===== config.mk =====
export PLATFORM = sky130hd
export DESIGN_NAME = spal_probe_loader
export DESIGN_NICKNAME = d
export VERILOG_FILES = /design/src/rtl/spal_pkg.sv /design/src/rtl/spal_frame_fsm.sv /design/src/rtl/spal_onehot_dec.sv /design/src/rtl/spal_probe_mux.sv /design/src/rtl/spal_probe_loader.sv
export SDC_FILE = /design/constraint.sdc
export NUM_CORES = 1
export LEC_CHECK = 0
export CELL_PAD_IN_SITES_DETAIL_PLACEMENT = 0
export CELL_PAD_IN_SITES_GLOBAL_PLACEMENT = 1
export CORE_AREA = 5 5 232 234
export CTS_BUF_LIST = sky130_fd_sc_hd__clkbuf_2
export CTS_CLUSTER_SIZE = 12
export DETAILED_ROUTE_END_ITERATION = 8
export DIE_AREA = 0 0 237 239
export DONT_BUFFER_PORTS = 1
export GPL_TIMING_DRIVEN = 0
export PLACE_DENSITY = 0.73
export SLEW_MARGIN = 15
export SYNTH_ARGS = -nofsm -noshare
export SYNTH_HDL_FRONTEND = slang
export SYNTH_SLANG_ARGS = --single-unit

===== constraint.sdc =====
create_clock -name clk -period 4.94 [get_ports clk]
set_clock_uncertainty 0.1 [all_clocks]
set_input_delay 0.247 -clock clk [delete_from_list [all_inputs] [get_ports clk]]
set_output_delay 0.247 -clock clk [all_outputs]
set_load 0.005 [all_outputs]

===== src/rtl/spal_pkg.sv =====
package spal_pkg;

    typedef enum logic [3:0] {
        ST_SYNC,
        ST_CTRL,
        ST_FILL,
        ST_XB,
        ST_YB,
        ST_XA,
        ST_YA,
        ST_STOP,
        ST_REJECT
    } spal_state_e;

    localparam int SYNC_W   = 10;
    localparam int CTRL_W   = 21;
    localparam int EN_A_POS = 7;
    localparam int EN_B_POS = 8;

endpackage


===== src/rtl/spal_frame_fsm.sv =====
module spal_frame_fsm
    import spal_pkg::*;
#(
    parameter int ROWS = 13,
    parameter int COLS = 46,
    parameter int FILL = 308,
    parameter logic [SYNC_W-1:0] SYNC_PAT = 10'b1101011010
) (
    input  logic              clk,
    input  logic              rst_n,
    input  logic              mode,
    input  logic              dclk,
    input  logic              sdi,
    output logic [CTRL_W-1:0] ctrl_sr,
    output logic [ROWS-1:0]   xa_sr,
    output logic [COLS-1:0]   ya_sr,
    output logic [ROWS-1:0]   xb_sr,
    output logic [COLS-1:0]   yb_sr,
    output logic              commit_stb,
    output logic              reject_stb
);

    localparam int CW = $clog2(FILL + CTRL_W + ROWS + COLS + 1);

    spal_state_e       state, nxt;
    logic [CW-1:0]     bitcnt, bitcnt_nxt;
    logic [SYNC_W-1:0] sync_sr;
    logic              dclk_q;
    logic              rise;
    logic              last;
    logic              sync_ok;

    function automatic int flen(spal_state_e s);
        case (s)
            ST_SYNC: return SYNC_W;
            ST_CTRL: return CTRL_W;
            ST_FILL: return FILL;
            ST_XB:   return ROWS;
            ST_YB:   return COLS;
            ST_XA:   return ROWS;
            ST_YA:   return COLS;
            default: return 1;
        endcase
    endfunction

    assign rise    = mode && dclk && !dclk_q;
    assign last    = (int'(bitcnt) == flen(state) - 1);
    assign sync_ok = ({sync_sr[SYNC_W-2:0], sdi} == SYNC_PAT);

    // edge detector; idle level of dclk is high
    always_ff @(posedge clk or negedge rst_n) begin
        if (!rst_n) dclk_q <= 1'b1;
        else        dclk_q <= dclk;
    end

    // state register
    always_ff @(posedge clk or negedge rst_n) begin
        if (!rst_n) begin
            state  <= ST_SYNC;
            bitcnt <= '0;
        end else begin
            state  <= nxt;
            bitcnt <= bitcnt_nxt;
        end
    end

    // next state
    always_comb begin
        nxt        = state;
        bitcnt_nxt = bitcnt;
        if (!mode) begin
            nxt        = ST_SYNC;
            bitcnt_nxt = '0;
        end else if (rise) begin
            bitcnt_nxt = last ? '0 : bitcnt + 1'b1;
            unique case (state)
                ST_SYNC:   if (last) nxt = sync_ok ? ST_CTRL : ST_REJECT;
                ST_CTRL:   if (last) nxt = ST_FILL;
                ST_FILL:   if (last) nxt = ST_XB;
                ST_XB:     if (last) nxt = ST_YB;
                ST_YB:     if (last) nxt = ST_XA;
                ST_XA:     if (last) nxt = ST_YA;
                ST_YA:     if (last) nxt = ST_STOP;
                ST_STOP:   nxt = ST_SYNC;
                ST_REJECT: nxt = ST_REJECT;
                default:   nxt = ST_SYNC;
            endcase
        end
    end

    // outputs
    always_comb begin
        commit_stb = rise && (state == ST_STOP);
        reject_stb = rise && (state == ST_SYNC) && last && !sync_ok;
    end

    // field capture; the k-th arriving bit ends at index k (sync: MSB first)
    always_ff @(posedge clk or negedge rst_n) begin
        if (!rst_n) begin
            sync_sr <= '0;
            ctrl_sr <= '0;
            xa_sr   <= '0;
            ya_sr   <= '0;
            xb_sr   <= '0;
            yb_sr   <= '0;
        end else if (rise) begin
            case (state)
                ST_SYNC: sync_sr <= {sync_sr[SYNC_W-2:0], sdi};
                ST_CTRL: ctrl_sr <= {sdi, ctrl_sr[CTRL_W-1:1]};
                ST_XB:   xb_sr   <= {sdi, xb_sr[ROWS-1:1]};
                ST_YB:   yb_sr   <= {sdi, yb_sr[COLS-1:1]};
                ST_XA:   xa_sr   <= {sdi, xa_sr[ROWS-1:1]};
                ST_YA:   ya_sr   <= {sdi, ya_sr[COLS-1:1]};
                default: ;
            endcase
        end
    end

    p_no_edge_hold_r1: assert property (@(posedge clk) disable iff (!rst_n)
        (mode && !(dclk && !dclk_q)) |=> $stable(state));

    p_count_in_field_r2: assert property (@(posedge clk) disable iff (!rst_n)
        int'(bitcnt) < flen(state));

    p_reject_sticky_r3: assert property (@(posedge clk) disable iff (!rst_n)
        (state == ST_REJECT && mode) |=> (state == ST_REJECT));

    p_restart_r10: assert property (@(posedge clk) disable iff (!rst_n)
        !mode |=> (state == ST_SYNC && bitcnt == '0));

endmodule


===== src/rtl/spal_onehot_dec.sv =====
module spal_onehot_dec #(
    parameter int W  = 13,
    localparam int IW = (W > 1) ? $clog2(W) : 1
) (
    input  logic [W-1:0]  vec,
    output logic          valid,
    output logic [IW-1:0] idx
);

    logic seen, multi;

    always_comb begin
        seen  = 1'b0;
        multi = 1'b0;
        idx   = '0;
        for (int i = 0; i < W; i++) begin
            if (vec[i]) begin
                if (seen) multi = 1'b1;
                seen = 1'b1;
                idx  = IW'(i);
            end
        end
        valid = seen && !multi;
    end

endmodule


===== src/rtl/spal_probe_mux.sv =====
module spal_probe_mux #(
    parameter int ROWS = 13,
    parameter int COLS = 46,
    localparam int RW = (ROWS > 1) ? $clog2(ROWS) : 1,
    localparam int CLW = (COLS > 1) ? $clog2(COLS) : 1,
    localparam int NW = $clog2(ROWS * COLS + 1)
) (
    input  logic [ROWS*COLS-1:0] nodes,
    input  logic                 en,
    input  logic [RW-1:0]        row,
    input  logic [CLW-1:0]       col,
    output logic                 pin
);

    logic [NW-1:0] flat;

    always_comb begin
        flat = NW'(row) * NW'(COLS) + NW'(col);
        pin  = en && nodes[flat];
    end

endmodule


===== src/rtl/spal_probe_loader.sv =====
module spal_probe_loader
    import spal_pkg::*;
#(
    parameter int ROWS = 13,
    parameter int COLS = 46,
    parameter int FILL = 308,
    parameter logic [SYNC_W-1:0] SYNC_PAT = 10'b1101011010
) (
    input  logic                 clk,
    input  logic                 rst_n,
    input  logic                 mode,
    input  logic                 dclk,
    input  logic                 sdi,
    input  logic [ROWS*COLS-1:0] nodes,
    input  logic                 usr_a,
    input  logic                 usr_b,
    output logic                 pra,
    output logic                 prb
);

    localparam int RW  = (ROWS > 1) ? $clog2(ROWS) : 1;
    localparam int CLW = (COLS > 1) ? $clog2(COLS) : 1;
    localparam int NPROBE = 2;

    logic [CTRL_W-1:0] ctrl_sr;
    logic [ROWS-1:0]   x_sr [NPROBE];
    logic [COLS-1:0]   y_sr [NPROBE];
    logic              commit_stb, reject_stb;

    logic [NPROBE-1:0] en;
    logic [NPROBE-1:0] probe_pin;

    spal_frame_fsm #(
        .ROWS(ROWS), .COLS(COLS), .FILL(FILL), .SYNC_PAT(SYNC_PAT)
    ) u_fsm (
        .clk        (clk),
        .rst_n      (rst_n),
        .mode       (mode),
        .dclk       (dclk),
        .sdi        (sdi),
        .ctrl_sr    (ctrl_sr),
        .xa_sr      (x_sr[0]),
        .ya_sr      (y_sr[0]),
        .xb_sr      (x_sr[1]),
        .yb_sr      (y_sr[1]),
        .commit_stb (commit_stb),
        .reject_stb (reject_stb)
    );

    // probe 0 = A (pin pra), probe 1 = B (pin prb)
    for (genvar p = 0; p < NPROBE; p++) begin : g_probe
        localparam int CTRL_POS = (p == 0) ? EN_A_POS : EN_B_POS;

        logic           row_ok, col_ok;
        logic [RW-1:0]  row_dec, row_q;
        logic [CLW-1:0] col_dec, col_q;

        spal_onehot_dec #(.W(ROWS)) u_row (
            .vec(x_sr[p]), .valid(row_ok), .idx(row_dec));
        spal_onehot_dec #(.W(COLS)) u_col (
            .vec(y_sr[p]), .valid(col_ok), .idx(col_dec));

        always_ff @(posedge clk or negedge rst_n) begin
            if (!rst_n) begin
                en[p] <= 1'b0;
                row_q <= '0;
                col_q <= '0;
            end else if (!mode || reject_stb) begin
                en[p] <= 1'b0;
            end else if (commit_stb) begin
                en[p] <= ctrl_sr[CTRL_POS] && row_ok && col_ok;
                row_q <= row_dec;
                col_q <= col_dec;
            end
        end

        spal_probe_mux #(.ROWS(ROWS), .COLS(COLS)) u_mux (
            .nodes (nodes),
            .en    (en[p]),
            .row   (row_q),
            .col   (col_q),
            .pin   (probe_pin[p])
        );
    end

    assign pra = mode ? probe_pin[0] : usr_a;
    assign prb = mode ? probe_pin[1] : usr_b;

    p_enable_on_stop_r8: assert property (@(posedge clk) disable iff (!rst_n)
        ($rose(en[0]) || $rose(en[1])) |-> $past(commit_stb));

    p_reject_clears_r3: assert property (@(posedge clk) disable iff (!rst_n)
        reject_stb |=> (en == '0));

    p_mode_low_clears_r10: assert property (@(posedge clk) disable iff (!rst_n)
        !mode |=> (en == '0));

    p_off_drives_zero_r7: assert property (@(posedge clk) disable iff (!rst_n)
        (mode && !en[0]) |-> !pra);

endmodule


==> results.toml <==
[clocking]
clk_latency_ns = 0.87
cts_tree = "done"
htree_levels = 4
cts_root_buffer = "clkbuf_2"
path_clk_slew_ns = 0.35
clock_sink_count = 177
cts_buffer_depth = 2
numCtsBuffers = 17

[synthesis]
synthArstFlopShare_pct = 100.0
synth.area.top_cells = "mux4_2, dfrtp_1, mux2_2"
synth.avg_cell_area_um2 = 11.82
yosysWarnings = 0
synth_xor_area_share_pct = 1.597
ys.flop_type = "dfrtp_1"
yosysTopAreaCellShare_pct = 38.78
yosys_register_bits = 177
netlist_instances = 1691
synth_edf_count = 0
synth-compound-area-share_pct = 10.52
synth_cell_types = 73
yosys.area.top_type = "mux4_2"
synth_top_family_by_area = "multiplexers"
synth_fp_nets = 2344
synth-adder-area-share_pct = 3.807
yosysSeqAreaShare_pct = 22.17
synth.cell_area_um2 = 19980
synthSimpleGateAreaFrac_pct = 9.337
synthMuxAreaShare_pct = 48.51

[route]
wl_per_cell_um = 41.38
route.final.wire_length_um = 102600
drc_errors = 0
drt_iter0_drc = 2128
vias = 18170
first_pass_iters = 5
routed_via_density = 7.331
ant_nets = 0

[final_layout]
layout-drive-gt1-share_pct = 38.70
fin_area_um2 = 22290
final_common_cell = "mux4_2"
area_growth_pct = 11.55
final_cell_mix = "mux4_2, dfrtp_1, mux2_2, nand2_1, nor2_1"
nets = 2410
fin_cells = 2479

[setup_path]
cp.arrival_ns = 5.50
cp-end-kind = "output port"
cp_max_fo = 10
path_class = "reg2out"
rr_worst_depth = 14
r2r_slack_ns = 1.29
cp-start-kind = "flip-flop"
r2r_start = "u_fsm.state[1]$_DFFE_PN0P_"
cp_data_required_time_ns = 4.59
timing.rr.end = "u_fsm.bitcnt[5]$_DFFE_PN0N_"

[die]
die_y_um = 239
io_pins = 607
die_w_um = 237
fp.dieArea_um2 = 56640
start_util_pct = 38.56
rows = 84
core_area_um2 = 51810

[grt]
antenna_found_initial = 26
grt_use_met2_pct = 54.46
met3_usage_pct = 14.77
overflow = 0
grt_max_degree = 178
grt_pass1_vias = 18210
grt_use_met1_pct = 41.88
grt_usage_pct = 35.01
top_usage_layer = "met2"
grt_pass1_wl_um = 141600

[power_and_ir_drop]
p_leak_uw = 0.008316
clkPwrFrac_pct = 28.9
seqPwrFrac_pct = 54.9
finalPower_uw = 2749
p_comb_share_pct = 16.3
power.switching_uw = 823.2
internal_power_uw = 1925
ir_drop_v = 0.0001323
p_sw_share_pct = 29.95
cellPowerDensity_nw_per_um2 = 123.3

[timing]
grt_setup_unrepaired = "yes"
fmaxAchievable_mhz = 171.1
finalSetupViolations = 2
drv_slew = 0
layout_setup_ws_ns = -0.9048
post-route-period-util_pct = 118.3
fin_crit_ns = 5.845
max_slew_margin_pct = 16.25
timing_hold_violations_final = 0
hold_slack_ns = 0.02794
worstMarginPinSlew_ns = 1.252

[placed_design]
detailedPlace.worstSlack_ns = -1.630
gp_congestion = 1.023
dpl_cell_area_um2 = 20870
dp_cells = 2380
hpwl_um = 83110
numPortBuffers = 0

[run_status]
violations = "negative setup slack"
status = "complete, but fails checks"

[run]
maxCapViolCount = 0

[worst_hold_path]
hp-class = "in2async"
synthesized netlist by cell type (6+ instances only):
cell type	number
a211oi_1	21
maj3_1	10
xor2_1	13
o31ai_1	15
and3_1	9
a221oi_1	7
xnor2_1	19
dfrtp_1	176
ha_1	40
inv_1	50
nor3_1	34
o21bai_1	14
a22o_1	7
buf_1	7
or3_1	6
mux2i_1	56
nor2b_1	11
a21boi_0	9
o22ai_1	11
nand4_1	15
nor2_1	105
and2_1	6
a211o_1	6
nand2b_1	15
mux4_2	344
a21o_1	8
a31oi_1	23
buf_4	20
clkbuf_1	61
nand3_1	39
fa_1	8
a21oi_1	60
mux2_2	123
o21ai_0	82
o211ai_1	7
nand2_1	118
nor4_1	19
a22oi_1	17
buf_2	38
kinds of logic (layout without fill, tap and decap cells):
kind of cell / after synthesis / in the layout
buf+inv: 179 / 258
xor+xnor: 34 / 34
other cells: 0 / 21
compound gates: 323 / 323
flops: 177 / 177
mux: 523 / 523
fa+ha+maj: 58 / 58
simple gates: 397 / 397
area by class of cell:
cell class / count / area (µm²)
fillers: 4811 / 29530
multi-input cells: 1335 / 15190
flip-flops and latches: 177 / 4438
well taps: 688 / 860.8
plain buffers: 128 / 774.5
repair buffers: 47 / 534.3
inverters: 51 / 191.4
clock inverters: 15 / 163.9
clock buffers: 17 / 85.08
diodes: 21 / 52.55
per-stage QoR:
stage	utilization (%)	TNS, ns
after global routing	42.94	-2.067
final	43.01	-1.771
after CTS	42.84	-1.738
after detailed placement	40.28	-3.156
after global placement	40.22	-3.080
after floorplan	-	0
metal layers:
| layer | routed length (µm) | part of all wire, % |
|---|---|---|
| met1 | 35830 | 35 |
| met2 | 46510 | 45 |
| met3 | 13310 | 13 |
| met4 | 6740 | 6.6 |
| met5 | 194 | 0.19 |
sequential cells by signal, indices dropped and copies added, names as in the netlist:
signal and count:
u_fsm.ya_sr 46, u_fsm.yb_sr 46, u_fsm.ctrl_sr 14, u_fsm.xa_sr 13, u_fsm.xb_sr 13, g_probe.col_q 12
u_fsm.bitcnt 9, u_fsm.sync_sr 9, g_probe.row_q 8, u_fsm.state 4, en 2, u_fsm.dclk_q 1
repair_timing:
item                                    CTS  global route
gates cloned                              2             0
hold buffers                              7             0
endpoints found under the hold margin   195             0
pin swaps                                28             1
setup buffers                            35             2
endpoints found under the setup margin    2             2
gates resized for setup                 138             4
power by group through the flow:
stage	sequential (µW)	combinational, µW	clock (µW)
floorplan	1520	307	0
global placement	1530	392	0
detailed placement	1530	392	0
CTS	1510	441	824
global route	1520	469	875
finish	1510	447	793
worst max path at each step:
stage / startpoint / end / cells past startpoint
after global placement: g_probe[0].row_q[1]$_DFFE_PN0P_ / pra / 19
after floorplan: g_probe[1].row_q[1]$_DFFE_PN0P_ / prb / 18
final: g_probe[0].row_q[1]$_DFFE_PN0P_ / pra / 19
after detailed placement: g_probe[0].row_q[1]$_DFFE_PN0P_ / pra / 19
after CTS: g_probe[0].row_q[1]$_DFFE_PN0P_ / pra / 19
after global routing: g_probe[1].row_q[2]$_DFFE_PN0P_ / prb / 18
critical path, cell delays in order (launching register included):
cell and delay, ns:
dfrtp_2 0.54, fa_1 0.50, ha_4 0.30, inv_2 0.04, fa_1 0.51, inv_2 0.05, ha_4 0.29, nor2_4 0.05
a21oi_4 0.19, xor2_4 0.19, buf_4 0.19, buf_12 0.16, buf_12 0.16, mux2i_1 0.22, o22ai_1 0.12, a311oi_2 0.28
a31oi_1 0.09, a21boi_2 0.26, a2bb2oi_2 0.12, o32ai_4 0.35
No activity file was read; power rests on OpenSTA's default activity.
